--- config.mk ---
export PLATFORM = sky130hd
export DESIGN_NAME = err_log_unit
export DESIGN_NICKNAME = d
export VERILOG_FILES = /design/src/rtl/err_log_pkg.sv /design/src/rtl/err_status_core.sv /design/src/rtl/err_hdr_capture.sv /design/src/rtl/err_reg_if.sv /design/src/rtl/err_log_unit.sv
export SDC_FILE = /design/constraint.sdc
export NUM_CORES = 1
export LEC_CHECK = 0
export BUFFER_PORTS_ARGS = -buffer_cell sky130_fd_sc_hd__clkbuf_2
export CAP_MARGIN = 20
export CORE_UTILIZATION = 44
export DETAILED_ROUTE_END_ITERATION = 12
export HOLD_SLACK_MARGIN = 0.05
export PLACE_DENSITY_LB_ADDON = 0.08
export SLEW_MARGIN = 20
export SYNTH_ARGS = -nofsm -noshare
export SYNTH_HDL_FRONTEND = slang
export SYNTH_SLANG_ARGS = --single-unit
--- constraint.sdc ---
create_clock -name clk -period 4.25 [get_ports clk]
set_input_delay 0.425 -clock clk [delete_from_list [all_inputs] [get_ports clk]]
set_output_delay 0.425 -clock clk [all_outputs]
set_load 0.05 [all_outputs]
--- src/rtl/err_log_pkg.sv ---
package err_log_pkg;

  localparam int HDR_BITS  = 128;
  localparam int WORD_BITS = 64;
  localparam int ADDR_BITS = 3;
  localparam int HALF_BITS = WORD_BITS / 2;
  localparam int LOW_WORD  = 32;

  typedef enum logic [ADDR_BITS-1:0] {
    RA_STATUS = 3'd0,
    RA_LOG_EN = 3'd1,
    RA_IRQ_EN = 3'd2,
    RA_RX_HI  = 3'd3,
    RA_RX_LO  = 3'd4,
    RA_TX_HI  = 3'd5,
    RA_TX_LO  = 3'd6,
    RA_SPARE  = 3'd7
  } reg_addr_e;

  function automatic logic [HDR_BITS-1:0] trim_hdr(input logic [HDR_BITS-1:0] h,
                                                   input int unsigned fmt_pos);
    logic [HDR_BITS-1:0] r;
    r = h;
    if (!h[fmt_pos]) r[LOW_WORD-1:0] = '0;
    return r;
  endfunction

endpackage

--- src/rtl/err_status_core.sv ---
module err_status_core #(
  parameter int               N_ERR          = 32,
  parameter logic [N_ERR-1:0] PRIM_ONLY_MASK = 32'h0000_0800,
  parameter logic [N_ERR-1:0] HDR_LOG_MASK   = 32'h0000_FFFF
) (
  input  logic             clk,
  input  logic             rst_n,
  input  logic [N_ERR-1:0] evt,
  input  logic [N_ERR-1:0] log_en,
  input  logic [N_ERR-1:0] clr_prim,
  input  logic [N_ERR-1:0] clr_sec,
  output logic [N_ERR-1:0] prim_q,
  output logic [N_ERR-1:0] sec_q,
  output logic             cap_fire
);

  logic [N_ERR-1:0] ev_en;
  logic [N_ERR-1:0] eff_prim;
  logic [N_ERR-1:0] prim_set;
  logic [N_ERR-1:0] sec_set;
  logic [N_ERR-1:0] prim_d;
  logic [N_ERR-1:0] sec_d;
  logic             upd_en;

  always_comb begin
    ev_en    = evt & log_en;
    eff_prim = prim_q & ~clr_prim;
    prim_set = ev_en & ~eff_prim;
    sec_set  = ev_en & eff_prim & ~PRIM_ONLY_MASK;
    prim_d   = eff_prim | prim_set;
    sec_d    = (sec_q & ~clr_sec) | sec_set;
    cap_fire = (|(prim_set & HDR_LOG_MASK)) && !(|(eff_prim & HDR_LOG_MASK));
    upd_en   = (|ev_en) || (|clr_prim) || (|clr_sec);
  end

  always_ff @(posedge clk or negedge rst_n) begin
    if (!rst_n) begin
      prim_q <= '0;
      sec_q  <= '0;
    end else if (upd_en) begin
      prim_q <= prim_d;
      sec_q  <= sec_d;
    end
  end

  // no flag rises without a logged event the cycle before
  a_r2_gated_by_enable: assert property (@(posedge clk) disable iff (!rst_n)
    1'b1 |=> ((({sec_q, prim_q} & ~{$past(sec_q), $past(prim_q)})
               & ~{$past(ev_en), $past(ev_en)}) == '0));

  // a secondary flag only rises where the primary was already set
  a_r3_sec_after_prim: assert property (@(posedge clk) disable iff (!rst_n)
    1'b1 |=> ((sec_q & ~$past(sec_q) & ~$past(prim_q)) == '0));

  // primary-only positions never hold a secondary flag
  a_r4_prim_only: assert property (@(posedge clk) disable iff (!rst_n)
    1'b1 |-> ((sec_q & PRIM_ONLY_MASK) == '0));

  // an event beats a simultaneous clear
  a_r7_event_wins: assert property (@(posedge clk) disable iff (!rst_n)
    1'b1 |=> (($past(ev_en & clr_prim) & ~prim_q) == '0));

endmodule

--- src/rtl/err_hdr_capture.sv ---
module err_hdr_capture
  import err_log_pkg::*;
#(
  parameter int unsigned FMT_POS = 125
) (
  input  logic                clk,
  input  logic                rst_n,
  input  logic                load,
  input  logic [HDR_BITS-1:0] hdr_in,
  output logic [HDR_BITS-1:0] hdr_q
);

  logic [HDR_BITS-1:0] hdr_d;

  always_comb begin
    hdr_d = trim_hdr(hdr_in, FMT_POS);
  end

  always_ff @(posedge clk or negedge rst_n) begin
    if (!rst_n)    hdr_q <= '0;
    else if (load) hdr_q <= hdr_d;
  end

  // header holds unless a capture fires
  a_r8_hdr_hold: assert property (@(posedge clk) disable iff (!rst_n)
    !load |=> $stable(hdr_q));

  // a short-format header leaves the low word zero
  a_r9_short_trim: assert property (@(posedge clk) disable iff (!rst_n)
    (load && !hdr_in[FMT_POS]) |=> (hdr_q[LOW_WORD-1:0] == '0));

endmodule

--- src/rtl/err_reg_if.sv ---
module err_reg_if
  import err_log_pkg::*;
#(
  parameter int N_ERR = 32
) (
  input  logic                 clk,
  input  logic                 rst_n,
  input  logic                 wr_en,
  input  logic [ADDR_BITS-1:0] addr,
  input  logic [WORD_BITS-1:0] wdata,
  input  logic [N_ERR-1:0]     prim,
  input  logic [N_ERR-1:0]     sec,
  input  logic [HDR_BITS-1:0]  rx_hdr_q,
  input  logic [HDR_BITS-1:0]  tx_hdr_q,
  output logic [N_ERR-1:0]     log_en,
  output logic [N_ERR-1:0]     clr_prim,
  output logic [N_ERR-1:0]     clr_sec,
  output logic [WORD_BITS-1:0] rdata,
  output logic                 irq
);

  logic [N_ERR-1:0]     log_en_q;
  logic [N_ERR-1:0]     log_en_d;
  logic                 log_en_we;
  logic [WORD_BITS-1:0] irq_en_q;
  logic [WORD_BITS-1:0] irq_en_d;
  logic                 irq_en_we;
  logic [WORD_BITS-1:0] status_word;
  logic [WORD_BITS-1:0] log_word;
  reg_addr_e            sel;

  always_comb begin
    sel       = reg_addr_e'(addr);
    log_en_we = wr_en && (sel == RA_LOG_EN);
    irq_en_we = wr_en && (sel == RA_IRQ_EN);
    log_en_d  = wdata[N_ERR-1:0];
    irq_en_d  = wdata;
    if (wr_en && (sel == RA_STATUS)) begin
      clr_prim = wdata[N_ERR-1:0];
      clr_sec  = wdata[HALF_BITS +: N_ERR];
    end else begin
      clr_prim = '0;
      clr_sec  = '0;
    end
  end

  always_ff @(posedge clk or negedge rst_n) begin
    if (!rst_n)         log_en_q <= '0;
    else if (log_en_we) log_en_q <= log_en_d;
  end

  always_ff @(posedge clk or negedge rst_n) begin
    if (!rst_n)         irq_en_q <= '0;
    else if (irq_en_we) irq_en_q <= irq_en_d;
  end

  always_comb begin
    status_word                     = '0;
    status_word[N_ERR-1:0]          = prim;
    status_word[HALF_BITS +: N_ERR] = sec;
    log_word                        = '0;
    log_word[N_ERR-1:0]             = log_en_q;
    irq                             = |(status_word & irq_en_q);
    unique case (sel)
      RA_STATUS: rdata = status_word;
      RA_LOG_EN: rdata = log_word;
      RA_IRQ_EN: rdata = irq_en_q;
      RA_RX_HI:  rdata = rx_hdr_q[HDR_BITS-1:WORD_BITS];
      RA_RX_LO:  rdata = rx_hdr_q[WORD_BITS-1:0];
      RA_TX_HI:  rdata = tx_hdr_q[HDR_BITS-1:WORD_BITS];
      RA_TX_LO:  rdata = tx_hdr_q[WORD_BITS-1:0];
      default:   rdata = '0;
    endcase
  end

  assign log_en = log_en_q;

  // interrupt falls when no flags are set
  a_r5_irq_quiet: assert property (@(posedge clk) disable iff (!rst_n)
    ((prim == '0) && (sec == '0)) |-> !irq);

endmodule

--- src/rtl/err_log_unit.sv ---
module err_log_unit
  import err_log_pkg::*;
#(
  parameter int               N_ERR          = 32,
  parameter logic [N_ERR-1:0] PRIM_ONLY_MASK = 32'h0000_0800,
  parameter logic [N_ERR-1:0] HDR_LOG_MASK   = 32'h0000_FFFF,
  parameter int unsigned      FMT_POS        = 125
) (
  input  logic                 clk,
  input  logic                 rst_n,
  input  logic [N_ERR-1:0]     err_evt,
  input  logic [HDR_BITS-1:0]  rx_hdr,
  input  logic [HDR_BITS-1:0]  tx_hdr,
  input  logic                 reg_wr_en,
  input  logic [ADDR_BITS-1:0] reg_addr,
  input  logic [WORD_BITS-1:0] reg_wdata,
  output logic [WORD_BITS-1:0] reg_rdata,
  output logic                 irq_o
);

  localparam int N_HDR = 2;

  logic [N_ERR-1:0]                log_en;
  logic [N_ERR-1:0]                clr_prim;
  logic [N_ERR-1:0]                clr_sec;
  logic [N_ERR-1:0]                prim_q;
  logic [N_ERR-1:0]                sec_q;
  logic                            cap_fire;
  logic [N_HDR-1:0][HDR_BITS-1:0]  hdr_in_a;
  logic [N_HDR-1:0][HDR_BITS-1:0]  hdr_q_a;

  assign hdr_in_a[0] = rx_hdr;
  assign hdr_in_a[1] = tx_hdr;

  err_status_core #(
    .N_ERR(N_ERR), .PRIM_ONLY_MASK(PRIM_ONLY_MASK), .HDR_LOG_MASK(HDR_LOG_MASK)
  ) u_status (
    .clk(clk), .rst_n(rst_n), .evt(err_evt), .log_en(log_en),
    .clr_prim(clr_prim), .clr_sec(clr_sec),
    .prim_q(prim_q), .sec_q(sec_q), .cap_fire(cap_fire)
  );

  for (genvar g = 0; g < N_HDR; g++) begin : g_hdr
    err_hdr_capture #(.FMT_POS(FMT_POS)) u_cap (
      .clk(clk), .rst_n(rst_n), .load(cap_fire),
      .hdr_in(hdr_in_a[g]), .hdr_q(hdr_q_a[g])
    );
  end

  err_reg_if #(.N_ERR(N_ERR)) u_regs (
    .clk(clk), .rst_n(rst_n), .wr_en(reg_wr_en), .addr(reg_addr),
    .wdata(reg_wdata), .prim(prim_q), .sec(sec_q),
    .rx_hdr_q(hdr_q_a[0]), .tx_hdr_q(hdr_q_a[1]),
    .log_en(log_en), .clr_prim(clr_prim), .clr_sec(clr_sec),
    .rdata(reg_rdata), .irq(irq_o)
  );

  // both header snapshots change only together
  a_r10_hdr_pair: assert property (@(posedge clk) disable iff (!rst_n)
    !$stable(hdr_q_a[1]) |-> $past(cap_fire));

endmodule

---- Word-level counts from Yosys, hierarchy flattened ----
Cells that the tools add are included.
cells by class
  multiplexer cells ....................... 5
  reductions and logical operators ........ 14
  equal/unequal tests ..................... 6
  bitwise logic cells ..................... 11
operators by type and width
  cell                                           count
  case mux 64 bit (7 select lines)               1
  bitwise AND 32 bit                             5
  two-way mux 32 bit                             4
  inverter 32 bit                                3
  OR reduction 32 bit                            3
  bitwise AND 64 bit                             1
  bitwise OR 32 bit                              2
  OR reduction 64 bit                            1
  OR reduction 16 bit                            2
  == test 3 bit, second input constant           3
  == test 3 x 2 -> 1 bit, second input constant  2
  logical AND 1 bit                              4
  == test 3 x 1 -> 1 bit, second input constant  1
  zero test 3 bit                                1
  logical OR 1 bit                               2
  zero test 1 bit                                1
word-level totals
  register bits after elaboration ......... 416
  word-level logic and storage cells ...... 42
  bits of input ports ..................... 358
  output and inout port bits .............. 65

---- Logic depth before layout (Yosys ltp) ----
Gate-level depths: netlist of the first run.
  depth in word-level cells ............... 9
  depth in mapped cells ................... 10
  gate-level depth less buffers ........... 6

---- By module ----
A second synthesis of the first run with hierarchy kept.
second synthesis, totals
  cells, all modules ...................... 1654
  area total of the unflattened synthesis .. 19645.1 sq um
by module, submodules not included
  module           instances  area an instance (sq um)  seq. area each (sq um)  cells each
  err_hdr_capture  2          5001.0                    3203.1                  342
  err_reg_if       1          7011.7                    2402.3                  720
  err_status_core  1          2631.3                    1601.5                  250

---- Worst setup path before layout of the first run ----
Ideal clock, no wire load.
  path kind ............................... input-to-output
  start ................................... in reg_addr[0]
  end ..................................... out reg_rdata[0]
  arrival ................................. 2.591 ns
  stages on the path ...................... 6
  setup slack ............................. 1.234 ns
  buffers on the path ..................... 2
  cells stage by stage .................... buf_1 > clkbuf_1 > mux2i_1 > nor2_1 > a21oi_1 > o21ai_0
between the ends
  cells in the longest elaborated chain, start to end .. 2
  elaborated cells on any way between the ends .. 8
  those cells by class .................... 6 x eq/ne; 1 x mux; 1 x reduce/logical
RTL lines
  element                                line                RTL
  start, declared                        err_log_unit.sv:15  input logic [ADDR_BITS-1:0] reg_addr,
  == test 3 bit (tied with other cells)  err_reg_if.sv:64    unique case (sel)
  case mux 64 bit (7 select lines) (*)   err_reg_if.sv:64
  end, declared                          err_log_unit.sv:17  output logic [WORD_BITS-1:0] reg_rdata,
Every way passes the cells marked *; elsewhere a longest branch is shown, timed or not.

---- Worst setup path after layout of the first run ----
  start ................................... reg u_status.prim_q[13]
  end ..................................... out irq_o
between the ends
  cells in the longest elaborated chain, start to end .. 2
RTL lines
  element                 line                   RTL
  start, declared         err_status_core.sv:12  output logic [N_ERR-1:0] prim_q,
  start signal, assigned  err_status_core.sv:41  prim_q <= prim_d;
  bitwise AND 64 bit      err_reg_if.sv:63       irq = |(status_word & irq_en_q);
  OR reduction 64 bit     err_reg_if.sv:63
  end, declared           err_log_unit.sv:18     output logic irq_o
No other way between the ends.

==> results by stage, run 1 <==
Worst setup path:
- Data arrives at the worst endpoint at 2880 ps.
- The worst setup path is of the flip-flop to output pin kind.
- The kind of start point of the critical path is a flip-flop.
- For the worst setup path, the data required time is 3830 ps.
- Walking the worst path, the cells encountered are a22o_1 -> a221oi_1 -> nand4_1 -> or4_1 -> clkbuf_2.
- The highest cell delay on the worst timing path is approximately 570 ps.
- Among all stages on the critical path, the largest delay is contributed by sky130_fd_sc_hd__or4_1.
- Together, buffers and inverters on the worst path number 1.
- The kind of cell adding the most delay to the critical path is compound AO/OA/AOI/OAI gates.
- The type of destination of the critical path is an output pin.
- The largest fanout of any net on the critical path is 4.

Global route:
- The global route total overflow is 0.
- The initial antenna violation count is 13.
- The global-route total usage across every layer is 30.74%.
- Entering global routing, the biggest net connects 127 pins.
- The wire length of the first global-routing pass is between 100000 and 150000 um.
- The number of global-route vias before repair was approximately 16000.

Power and ir drop:
- Dividing total power by cell area gives a power density of ~530 mW/mm2.
- The leakage dissipation is ~12 nW.
- The worst supply voltage drop on vdd is 0.2861 mV.

Routing:
- Dividing the detail-routed wire length by the instance count gives ~24 um.
- In this run the top signal layer used is met5.
- The routed metal-1 wirelength is 30160 um.
- The final wirelength is 67360 um.
- The amount of wire on met2 after detailed routing is 31070 um.
- For this run, the detailed router's first-pass iteration total came to 6.
- The total length of routed met3 wires is 4422 um.
- The total number of vias is 15530.
- The number of nets still failing antenna checks after routing is 0.
- The number of DRC markers in iteration 0 is 1212.
- In the routed design, unresolved DRC markers number 0.
- Using the TritonRoute via totals, the vias-per-cell ratio works out to 5.571.

Run status:
- The flow ran to the end, and the final reports show no timing, DRC or antenna violations.

Placed design:
- Buffers placed on the I/O ports in this run total between 400 and 500.
- The standard cell area after detailed placement is 0.02183 mm2.
- The routability congestion estimate from global placement is between 0.8 and 0.9.
- The half-perimeter wire length after detailed placement is 47540 um.

Yosys:
- After synthesis the netlist holds a flip-flop and latch count of 416.
- The average footprint of a synthesized cell is 11.73 um2.
- The synthesized netlist contains 35 unique library cells.
- Yosys printed 0 warnings.
- The most frequently used cell type in the post-synthesis netlist is sky130_fd_sc_hd__dfrtp_1.
- The number of nets handed over by synthesis was 1983.
- Synthesis produced a netlist whose cell count is 1625.
- The synthesized netlist occupies a cell area of around 0.019 mm2.
- Counting flops with an async set or reset pin after synthesis yields a share of 100.0%.
- The post-synthesis sequential area ratio is between 50% and 60%.
- For this run, the leading register cell type out of synthesis is sky130_fd_sc_hd__dfrtp_1.
- The number of enable-type register cells in the synthesized netlist is 0.
- After synthesis, the cell types taking the most area are sky130_fd_sc_hd__dfrtp_1 (55%), sky130_fd_sc_hd__mux2_1 (10%), sky130_fd_sc_hd__mux2_2 (6.9%), sky130_fd_sc_hd__a22oi_1 (4.9%), sky130_fd_sc_hd__mux2i_1 (4.8%).
- Summed over its instances, the top area cell type makes up 54.61% of the synthesized netlist area.
- By count the netlist is led by sky130_fd_sc_hd__dfrtp_1 (416), sky130_fd_sc_hd__nand2_1 (206), sky130_fd_sc_hd__mux2_1 (176), sky130_fd_sc_hd__a22oi_1 (125), sky130_fd_sc_hd__mux2_2 (117).
- The largest area contributor in the netlist is sky130_fd_sc_hd__dfrtp_1.

Final layout:
- Relative to the synthesized area, the layout overhead comes to 30.06%.
- The ratio of cells with drive above 1 in the final layout is 29.16%.
- The final net count is 2531.
- The final core utilization is 58.58%.
- Once layout is done, the placed cells without fillers occupy 0.02479 mm2.

STA:
- Setup violations remaining at the end of the flow were counted as 0.
- The number of slew-limit violations in the final report is 0.
- The number of hold violations in the final report is 0.
- For the pin with the worst max-slew slack, the measured transition is about 990 ps.
- The relative slew slack is 33.91%.
- In the finished design, the share of the clock period the worst path needs comes to 77.79%.
- The maximum clock frequency is 302.5 MHz.
- The final critical delay including setup and external delays is roughly 3300 ps.
- Setup repair after global routing left no endpoint under its margin.
- The clock arrives with 19.27 ps of skew.
- After routing, the total negative slack on setup checks comes to 0 ps.

Floorplanning:
- The die span in y is roughly 210 um.
- The die covers between 0.04 and 0.05 mm2.
- The area of the placeable core is 0.04232 mm2.
- The initial core utilization is 45.04%.
- The I/O pin count is 423.
- The horizontal extent of the die is 210.1 um.
- The initialized floorplan defines 75 standard-cell rows.

Clock tree:
- The H-tree depth is 2.
- The post-cts resize count is 0.
- After clock tree synthesis, the flow added hold-fix buffers numbering 151.
- Clock-pin slew was measured on the worst setup and hold paths at ~60 ps.
- For the worst-skew pair, the clock arrives at the later sink with an insertion delay of 590 ps.
- The total clock buffers created by CTS is 47.
- The number of sinks driven by the clock tree is 416.
- The clock tree root buffer cell is sky130_fd_sc_hd__clkbuf_16.
- TritonCTS built the clock tree.
- The post-CTS setup-driven buffer insertion count is 0.
- The buffer depth of the longest clock path is 3.

Hold path:
- The min-delay analysis places its worst path in the category input pin to flip-flop.

Job:
- Max-cap violations in this run came to 0.
through the flow:
step | power [mW] | instances | setup WS (ps) | hold slack (ps)
CTS | 13.30 | 2782 | 968.1 | 50.21
detailed placement | 9.308 | 2550 | 801.6 | 481.3
global route | 13.88 | 2786 | 852.8 | 53.03
finish | 13.23 | 2787 | 943.8 | 69.79
floorplan | 7.995 | 1625 | 1234 | 129.4
global placement | 9.193 | 2550 | 848.4 | 474.3
registers in the layout, indices dropped and copies added (netlist names):
signal,cells
g_hdr.u_cap.hdr_q,256
u_regs.irq_en_q,64
u_regs.log_en,32
u_status.prim_q,32
u_status.sec_q,32
report_power, final:
group	switching [mW]	internal, mW	leakage, nW
clock	1.65	2.21	0.696
combinational	1.77	1.37	6.55
sequential	0.952	5.27	4.90
total	4.37	8.85	12.1
routing by layer:
layer | vias to the layer above | global-route usage [%]
met3 | 105 | 6.541
li1 | 6978 | -
met1 | 7872 | 43.04
met4 | 16 | 8.558
met2 | 554 | 48.24
met5 | - | 0
kinds of logic (layout without fill, tap and decap cells):
| family | count (synthesis) | in the layout | share of synthesized area (%) |
|---|---|---|---|
| mux | 385 | 385 | 22.21 |
| other cells | 0 | 5 | 0 |
| compound gates | 295 | 295 | 11.27 |
| simple gates | 355 | 355 | 8.021 |
| buf+inv | 174 | 754 | 3.886 |
| flops | 416 | 416 | 54.61 |
area by class of cell:
type	count	area [um2]
fill	3678	17530
timing repair buffer	601	3974
tap	577	721.9
multi-input combinational	1035	7966
antenna	5	12.51
clock buffer	73	1375
inverter	72	270.3
sequential	416	10410
clock inverter	8	60.06
path summary, 6_finish.rpt:
check                                               from                        end  slack, ps  cells after the start
worst max register to register         u_regs.log_en[10]   g_hdr[1].u_cap.hdr_q[39]       1230                      7
worst min-delay path                          rx_hdr[76]   g_hdr[0].u_cap.hdr_q[76]         70                      2
worst min register to register  g_hdr[0].u_cap.hdr_q[47]   g_hdr[0].u_cap.hdr_q[47]        490                      1
min in group asynchronous                          rst_n  g_hdr[1].u_cap.hdr_q[114]        460                      2
worst max-delay path                 u_status.prim_q[13]                      irq_o        940                      5
max in group asynchronous                          rst_n    g_hdr[0].u_cap.hdr_q[8]       2600                      3
cells in the final DEF (no fill, tap or decap), types with 20 or more instances in the layout:
| cell type | instances |
|---|---|
| sky130_fd_sc_hd__mux2_2 | 117 |
| sky130_fd_sc_hd__mux2_1 | 176 |
| sky130_fd_sc_hd__clkbuf_2 | 419 |
| sky130_fd_sc_hd__a22oi_1 | 125 |
| sky130_fd_sc_hd__nand2_1 | 206 |
| sky130_fd_sc_hd__dfrtp_1 | 416 |
| sky130_fd_sc_hd__o21ai_0 | 31 |
| sky130_fd_sc_hd__inv_1 | 72 |
| sky130_fd_sc_hd__mux2i_1 | 91 |
| sky130_fd_sc_hd__a22o_1 | 62 |
| sky130_fd_sc_hd__clkbuf_16 | 48 |
| sky130_fd_sc_hd__nand4_1 | 22 |
| sky130_fd_sc_hd__nand3_1 | 58 |
| sky130_fd_sc_hd__a221oi_1 | 20 |
| sky130_fd_sc_hd__dlygate4sd3_1 | 151 |
| sky130_fd_sc_hd__a21oi_1 | 31 |
| sky130_fd_sc_hd__buf_4 | 20 |
| sky130_fd_sc_hd__nor2_1 | 47 |
Note: power is estimated with default switching activity, not from simulation.
==> run 2, diff against run 1 <==
- clock period: 4.25 -> 2.65 ns (I/O delays scaled with it)
==> results by stage, run 2 (synthesized netlist as in run 1, its figures left out) <==
Final layout:
- The largest registers in the layout are g_hdr.u_cap.hdr_q x256, u_regs.irq_en_q x64.
- The number of filler instances in the final layout is 3229.
- The number of flip-flops under the largest register name is 256.
- In the layout the commonest cells are sky130_fd_sc_hd__dfrtp_1 (414), sky130_fd_sc_hd__clkbuf_2 (361), sky130_fd_sc_hd__dlygate4sd3_1 (356), sky130_fd_sc_hd__nand2_1 (206), sky130_fd_sc_hd__mux2_1 (176).
- The final net count is about 2800.
- The library cell used most frequently in the layout, excluding fill and tap cells, is sky130_fd_sc_hd__dfrtp_1.
- The number of cells in the finished layout apart from fillers is just over 3000.
- In the final layout, flip-flops and latches occupy 0.01041 mm2.
- Relative to the synthesized area, the layout overhead comes to 50.26%.
- Ranked by flip-flop count, first place goes to g_hdr.u_cap.hdr_q.
- Cells with a size suffix above 1 make up between 20% and 30% of the layout.
- The multi-input logic area is 0.008050 mm2.

Placed design:
- Buffers placed on the I/O ports in this run total roughly 420.
- The routability congestion estimate from global placement is roughly 0.95.
- After detailed placement, the design holds a cell count of 2609.
- The pre-CTS setup slack is -92.77 ps.
- The half-perimeter wire length after detailed placement is 49080 um.

Floorplanning:
- The die area is between 0.04 and 0.05 mm2.
- The area of the placeable core is roughly 0.042 mm2.
- 423 I/O pins were placed.
- The row count is 75.
- The floorplan step set the die width to 210.1 um.
- From bottom edge to top edge, the die measures 210.1 um.
- Once the floorplan was initialized, standard cells occupied 45.04% of the core.

Routing:
- In the routed design, unresolved DRC markers number 0.
- After detailed routing, the average wire length per cell comes to 23.35 um.
- The total iterations of the first detailed-routing run is 5.
- The via-per-instance ratio is 5.446.
- In this run, the number of DRC markers left after iteration 0 of detailed routing was between 1000 and 1500.
- Once detail routing completed, the nets flagged for antenna violations numbered 0.
- The final wirelength is 71420 um.
- The total number of vias is 16660.

STA:
- The actual slew at the worst max-slew pin is 982.7 ps.
- Measured against its own limit, the worst slew margin works out to 34.49%.
- The slack of the critical path is -112.8 ps.
- The final period utilization is 104.3%.
- Across the routed clock network, the largest skew measured is a little under 20 ps.
- Setup repair after global routing could not meet its margin everywhere.
- The worst path in the final design needs a cycle of approximately 2800 ps, including I/O delays and setup.
- For this run, the top clock speed supported by timing is 362.0 MHz.
- On the final layout, the worst hold slack is around 96 ps.
- The number of hold violations in the final report came to 0.
- The number of slew-limit violations in the final report is 0.
- The total of endpoints with negative setup slack in the final report is 1.

Global route:
- The wire length of the first global-routing pass is 106800 um.
- The number of global-route vias before repair came to 17580.
- Summed over all layers, the global routing overflow is 0.
- The global-route total usage across every layer is 32.43%.
- The largest net degree at the start of global routing is 84.
- The initial antenna violation count is 4.

Hold path:
- The class of the tightest hold or removal check is input pin to flip-flop.

Clock tree:
- Clock latency on the worst-skew pair, taken at its later pin, is about 570 ps.
- The clock transition at the register clock pins on the worst setup and hold paths after CTS is 60 ps.
- The clock tree root buffer cell is sky130_fd_sc_hd__clkbuf_16.
- Buffers inserted during clock tree synthesis total between 40 and 50.
- The buffer depth of the longest clock path is 3.
- Clock tree synthesis found a total of 416 sinks.
- The H-tree generated during clock tree synthesis spans 2 levels.
- The CTS tree is done.

Power and ir drop:
- The worst supply voltage drop on vdd is 0.5093 mV.
- The design draws 23.28 mW.
- For this design the static power due to leakage is 13.75 nW.
- The power density relative to cell area is 812.7 mW/mm2.

Worst setup path:
- The setup path with the least slack is of type flip-flop to output pin.
- The largest fanout of any net on the critical path is 2.
- STA classifies the critical path startpoint as a flip-flop.
- The arrival time of the worst setup path is ~2500 ps.
- STA classifies the critical path endpoint as an output pin.
- The data required time at the worst endpoint is roughly 2400 ps.

Run status:
- The checks that failed: negative setup slack.
- The run finished, with violations left.

Job:
- Max-cap violations in this run came to 0.
[run 2: routing by layer]
| layer | routed length [um] | track usage (%) | part of all wire, % | up-vias |
|---|---|---|---|---|
| met5 | 13 | 0 | 0.018 | - |
| met3 | 4579 | 6.108 | 6.4 | 118 |
| met4 | 2300 | 12.21 | 3.2 | 2 |
| met2 | 33640 | 52.27 | 47 | 641 |
| li1 | - | - | - | 7511 |
| met1 | 30880 | 43.49 | 43 | 8383 |
[run 2: cell type report]
class	instances	share of cell area (%)
Timing Repair Buffer	869	26.33
Clock buffer	64	4.792
Clock inverter	22	0.9174
Multi-Input combinational cell	1035	28.11
Inverter	72	0.9436
Antenna cell	3	0.02621
Tap cell	577	2.521
Sequential cell	416	36.36
[run 2: power by group]
part / switching [mW] / internal, mW / leakage, nW
Clock: 2.68 / 4.20 / 0.819
Combinational: 3.16 / 3.28 / 8.03
Sequential: 1.50 / 8.46 / 4.90
[run 2: repair_timing]
action                                 in CTS  in global routing
cloned                                      0                  1
pin swaps                                   1                  1
buffers inserted                            2                  1
setup endpoints to repair                   1                158
endpoints found under the hold margin     492                  0
resized for setup                          13                 12
hold buffers                              356                  0
[run 2: final timing paths]
path	start	end	slack (ps)	cells past startpoint
worst max register to register	u_regs.log_en[10]	g_hdr[1].u_cap.hdr_q[57]	130	8
worst max-delay path	u_regs.irq_en_q[8]	irq_o	-110	6
worst min register to register	g_hdr[0].u_cap.hdr_q[79]	g_hdr[0].u_cap.hdr_q[79]	490	1
worst min-delay path	err_evt[1]	u_status.prim_q[1]	100	3
max in group asynchronous	rst_n	g_hdr[0].u_cap.hdr_q[104]	1450	4
min in group asynchronous	rst_n	g_hdr[1].u_cap.hdr_q[114]	210	2
[run 2: critical path, cell delays in order (launching register included)]
cell and delay (ps):
sky130_fd_sc_hd__dfrtp_2 430, sky130_fd_sc_hd__a22o_4 280, sky130_fd_sc_hd__a221oi_4 220, sky130_fd_sc_hd__buf_4 170, sky130_fd_sc_hd__nand4_1 110, sky130_fd_sc_hd__or4_4 550, sky130_fd_sc_hd__buf_8 170
[run 2: stage by stage]
step	area (um2)	setup TNS [ps]	util [%]
6_report	28640	-112.8	67.67
3_5_place_dp	23270	-9563	54.97
2_1_floorplan	19060	0	-
4_1_cts	28550	-163.1	67.47
3_3_place_gp	23270	-1650	54.97
5_1_grt	28640	-172.4	67.66
==> run 3, diff against run 2 <==
- SYNTH_HIERARCHICAL: unset -> 1
==> results by stage, run 3 <==
Run status:
- The flow ran to the end, but the final reports show violations.
- The checks that failed: negative setup slack.

Worst setup path:
- STA classifies the critical path endpoint as an output pin.
- The arrival time of the worst setup path is ~2500 ps.
- The largest fanout of any net on the critical path is 3.
- The kind of cell with the highest combined delay along the critical path is simple AND/OR/NAND/NOR gates.
- STA puts the critical path data required time at between 2000 and 2500 ps.
- The worst reg-to-reg path cell count is 10.
- The worst register-to-register path ends at g_hdr[0].u_cap/hdr_q[26].
- The type of the worst setup path is flip-flop to output pin.
- STA classifies the critical path startpoint as a flip-flop.
- The setup slack of the most critical reg-to-reg path is 330 ps.
- Among all stages on the critical path, the largest delay is contributed by sky130_fd_sc_hd__or4_4.
- On the worst path, the slowest cell contributes a delay of 590 ps.
- Counting both buffers and inverters, the worst setup path holds a total of 1.
- Traced cell by cell, the critical path runs through a22o_1 -> a221oi_1 -> nand4_1 -> or4_4 -> clkbuf_16.
- The startpoint of the lowest-slack register-to-register path is u_status/prim_q[3].

Power and ir drop:
- The power after layout is ~24 mW.
- The power density relative to cell area is a little over 800 mW/mm2.
- Summed over all cells, the static leakage comes to around 14 nW.
- Across the VDD grid, the largest voltage drop is 0.5171 mV.

Yosys:
- Counting instances in the post-synthesis netlist gives the leading cell types as sky130_fd_sc_hd__dfrtp_1 (416), sky130_fd_sc_hd__mux2_2 (164), sky130_fd_sc_hd__nand3_1 (109), sky130_fd_sc_hd__a22oi_1 (105), sky130_fd_sc_hd__inv_1 (95).
- The largest total area in the synthesized netlist belongs to sky130_fd_sc_hd__dfrtp_1.
- Among all flip-flop cells after synthesis, the most frequent one is sky130_fd_sc_hd__dfrtp_1.
- Summed over its instances, the top area cell type makes up a little over half of the synthesized netlist area.
- The most frequently used cell type in the post-synthesis netlist is sky130_fd_sc_hd__dfrtp_1.
- The post-synthesis cell type count is 38.
- The synthesized area is 0.01965 mm2.
- The cell count after synthesis came out at 1654.
- The total of flip-flops plus latches after synthesis is 416.
- Sequential elements use between 50% and 60% of the synthesized area.
- During synthesis, Yosys emitted a total of 6 warnings.
- The average instance in the mapped netlist occupies around 12 um2.
- After synthesis, the share of flip-flops with an asynchronous set or reset is 100.0%.
- After synthesis, the cell types taking the most area are sky130_fd_sc_hd__dfrtp_1 (53%), sky130_fd_sc_hd__mux2_2 (9.4%), sky130_fd_sc_hd__mux2_4 (5.5%), sky130_fd_sc_hd__a22oi_1 (4.0%), sky130_fd_sc_hd__mux2_1 (3.5%).
- The net count after synthesis is 2012.
- The number of enable-type register cells in the synthesized netlist is 0.

Final layout:
- In the final layout, the registers with the most flip-flops are g_hdr.u_cap/hdr_q x256, u_regs/irq_en_q x64.
- The commonest non-fill, non-tap cell in the layout is sky130_fd_sc_hd__dfrtp_1.
- The top cell types in the final layout, fill and taps aside, are sky130_fd_sc_hd__dfrtp_1 (412), sky130_fd_sc_hd__clkbuf_2 (358), sky130_fd_sc_hd__dlygate4sd3_1 (351), sky130_fd_sc_hd__mux2_2 (164), sky130_fd_sc_hd__nand3_1 (109).
- The register ranked first by flip-flop count is g_hdr.u_cap/hdr_q.
- The register with the most flip-flops in the layout has 256 of them.
- The ratio of cells with drive above 1 in the final layout is 35.32%.
- Relative to the synthesized area, the layout overhead comes to 48.51%.
- The final net count is approximately 2800.

Routing:
- The number of nets still failing antenna checks after routing is 0.
- The detailed router finished its first iteration with about 1200 violations.
- The via-per-instance ratio is 5.445.
- The average wire per cell in the routed design is between 20 and 25 um.
- The count of unresolved DRC violations after routing is 0.
- Detailed routing inserted a total of 16870 vias.
- The final wirelength is 71290 um.
- The total iterations of the first detailed-routing run is 5.

STA:
- Setup violations remaining at the end of the flow were counted as 1.
- Setup repair after global routing could not meet its margin everywhere.
- The summed negative setup slack over all endpoints is -136.7 ps.
- In the post-route analysis, the smallest setup slack over all paths is -136.7 ps.
- The relative slew slack is a little over 40%.
- The number of slew-limit violations in the final report is 0.
- The post-route clock skew is approximately 18 ps.
- The smallest clock period supported by the final layout is computed as 2787 ps.
- Timing would allow up to 358.8 MHz.
- Dividing the final minimum period by the clock period gives 105.2%.
- The actual slew at the worst max-slew pin is ~890 ps.
- The number of hold violations in the final report was 0.

Hold path:
- The class of the tightest hold or removal check is input pin to asynchronous set/reset pin.

Global route:
- The initial antenna violation count is 13.
- Global routing finished with a remaining overflow of 0.
- The first global-routing pass estimated 106400 um of wire.
- The number of global-route vias before repair is 17390.
- The largest net degree at the start of global routing is 68.
- The global-route total usage across every layer is 31.37%.

Placed design:
- The count of buffers inserted at the top-level ports is 422.
- The routability congestion estimate from global placement is 0.8646.
- Detailed placement ended at an HPWL of 49770 um.

Floorplanning:
- The floorplan step defined a die boundary enclosing ~0.045 mm2.
- The horizontal extent of the die is around 210 um.
- For this design the top-level I/O count stands at 423.
- The floorplan has 77 rows.
- The initial core utilization is 44.52%.
- The die span in y is 213.3 um.
- The region available for standard cell placement spans 0.04412 mm2.

Clock tree:
- The number of sinks driven by the clock tree is ~420.
- The clock tree root buffer cell is sky130_fd_sc_hd__clkbuf_16.
- In this run the number of H-tree levels came out at 2.
- The buffer depth of the longest clock path is 3.
- After clock tree synthesis, the clock-pin slew on the worst setup and hold paths is 60 ps.
- TritonCTS built the clock tree.
- The total clock buffers created by CTS is 49.
- The clock network latency to the later pin of the worst-skew pair is just under 600 ps.

Job:
- The number of max-capacitance violations reported is 0.
-- run 3: cell types whose count changed in the layout (fill, tap and decap cells not counted), sizes merged, moves of 30 or more --
cell    delta
nand2b    +30
and3      +64
mux2i     -68
nand2    -142
o21ai     +48
nand3     +54
-- run 3: area by class of cell --
type / count / area [um2]
Fill cell: 3505 / 14950
Sequential cell: 416 / 10420
Multi-Input combinational cell: 1019 / 8304
Timing Repair Buffer: 880 / 7681
Clock buffer: 72 / 1423
Tap cell: 592 / 740.7
Inverter: 95 / 356.6
Clock inverter: 15 / 229.0
Antenna cell: 10 / 25.02
-- run 3: through the flow --
stage / hold WS [ps] / area (um2) / cells / util, % / setup slack, ps
floorplan: -30.59 / 19650 / 1654 / - / 29.49
global placement: 281.5 / 23860 / 2646 / 54.06 / -159.5
detailed placement: 274.0 / 23860 / 2646 / 54.06 / -211.5
CTS: 256.4 / 29140 / 3088 / 66.04 / -156.3
global route: 326.1 / 29170 / 3099 / 66.12 / -173.5
finish: 275.6 / 29170 / 3099 / 66.12 / -136.7
-- run 3: power breakdown --
part	switching (mW)	internal, mW	total, mW
clock	2.71	4.28	6.99
sequential	1.55	8.46	10.0
combinational	3.07	3.62	6.69
-- run 3: timing repair --
item                                   4_1_cts  5_1_grt
hold buffers                               351        0
setup endpoints to repair                    2        2
setup buffers                                4        1
endpoints found under the hold margin      469        0
resized for setup                           18        1
gates cloned                                 0        0
pin swaps                                    2        0
-- run 3: logic make-up after synthesis --
kind of cell | synth area share [%]
AO/OA/AOI/OAI | 12.52
flip-flops | 52.99
AND/OR/NAND/NOR | 9.668
multiplexers | 19.57
buffers and inverters | 5.254
-- run 3: how the worst max path moves through the flow --
stage                             startpoint                        end  slack, ps  depth (start not counted)
after CTS                 u_status/sec_q[28]                      irq_o       -160                          6
after detailed placement         reg_addr[2]   g_hdr[0].u_cap/hdr_q[26]       -210                         14
after floorplan                  reg_addr[2]  g_hdr[0].u_cap/hdr_q[100]         30                         13
final                     u_status/prim_q[9]                      irq_o       -140                          5
after global placement           reg_addr[2]   g_hdr[0].u_cap/hdr_q[74]       -160                         12
after global routing      u_status/sec_q[26]                      irq_o       -170                          6
-- run 3: worst register-to-register path: cells and delay by family, from the launching register on --
| kind | cells | cell delay [ps] |
|---|---|---|
| buf+inv | 3 | 600 |
| flops | 1 | 600 |
| compound gates | 1 | 120 |
| simple gates | 6 | 870 |
-- run 3: metal layers --
layer,wire (um),track usage (%),vias to the layer above
li1,-,-,7662
met1,31930,43.99,8442
met2,31680,47.45,633
met3,4986,6.442,132
met4,2660,12.66,4
met5,30,0,-
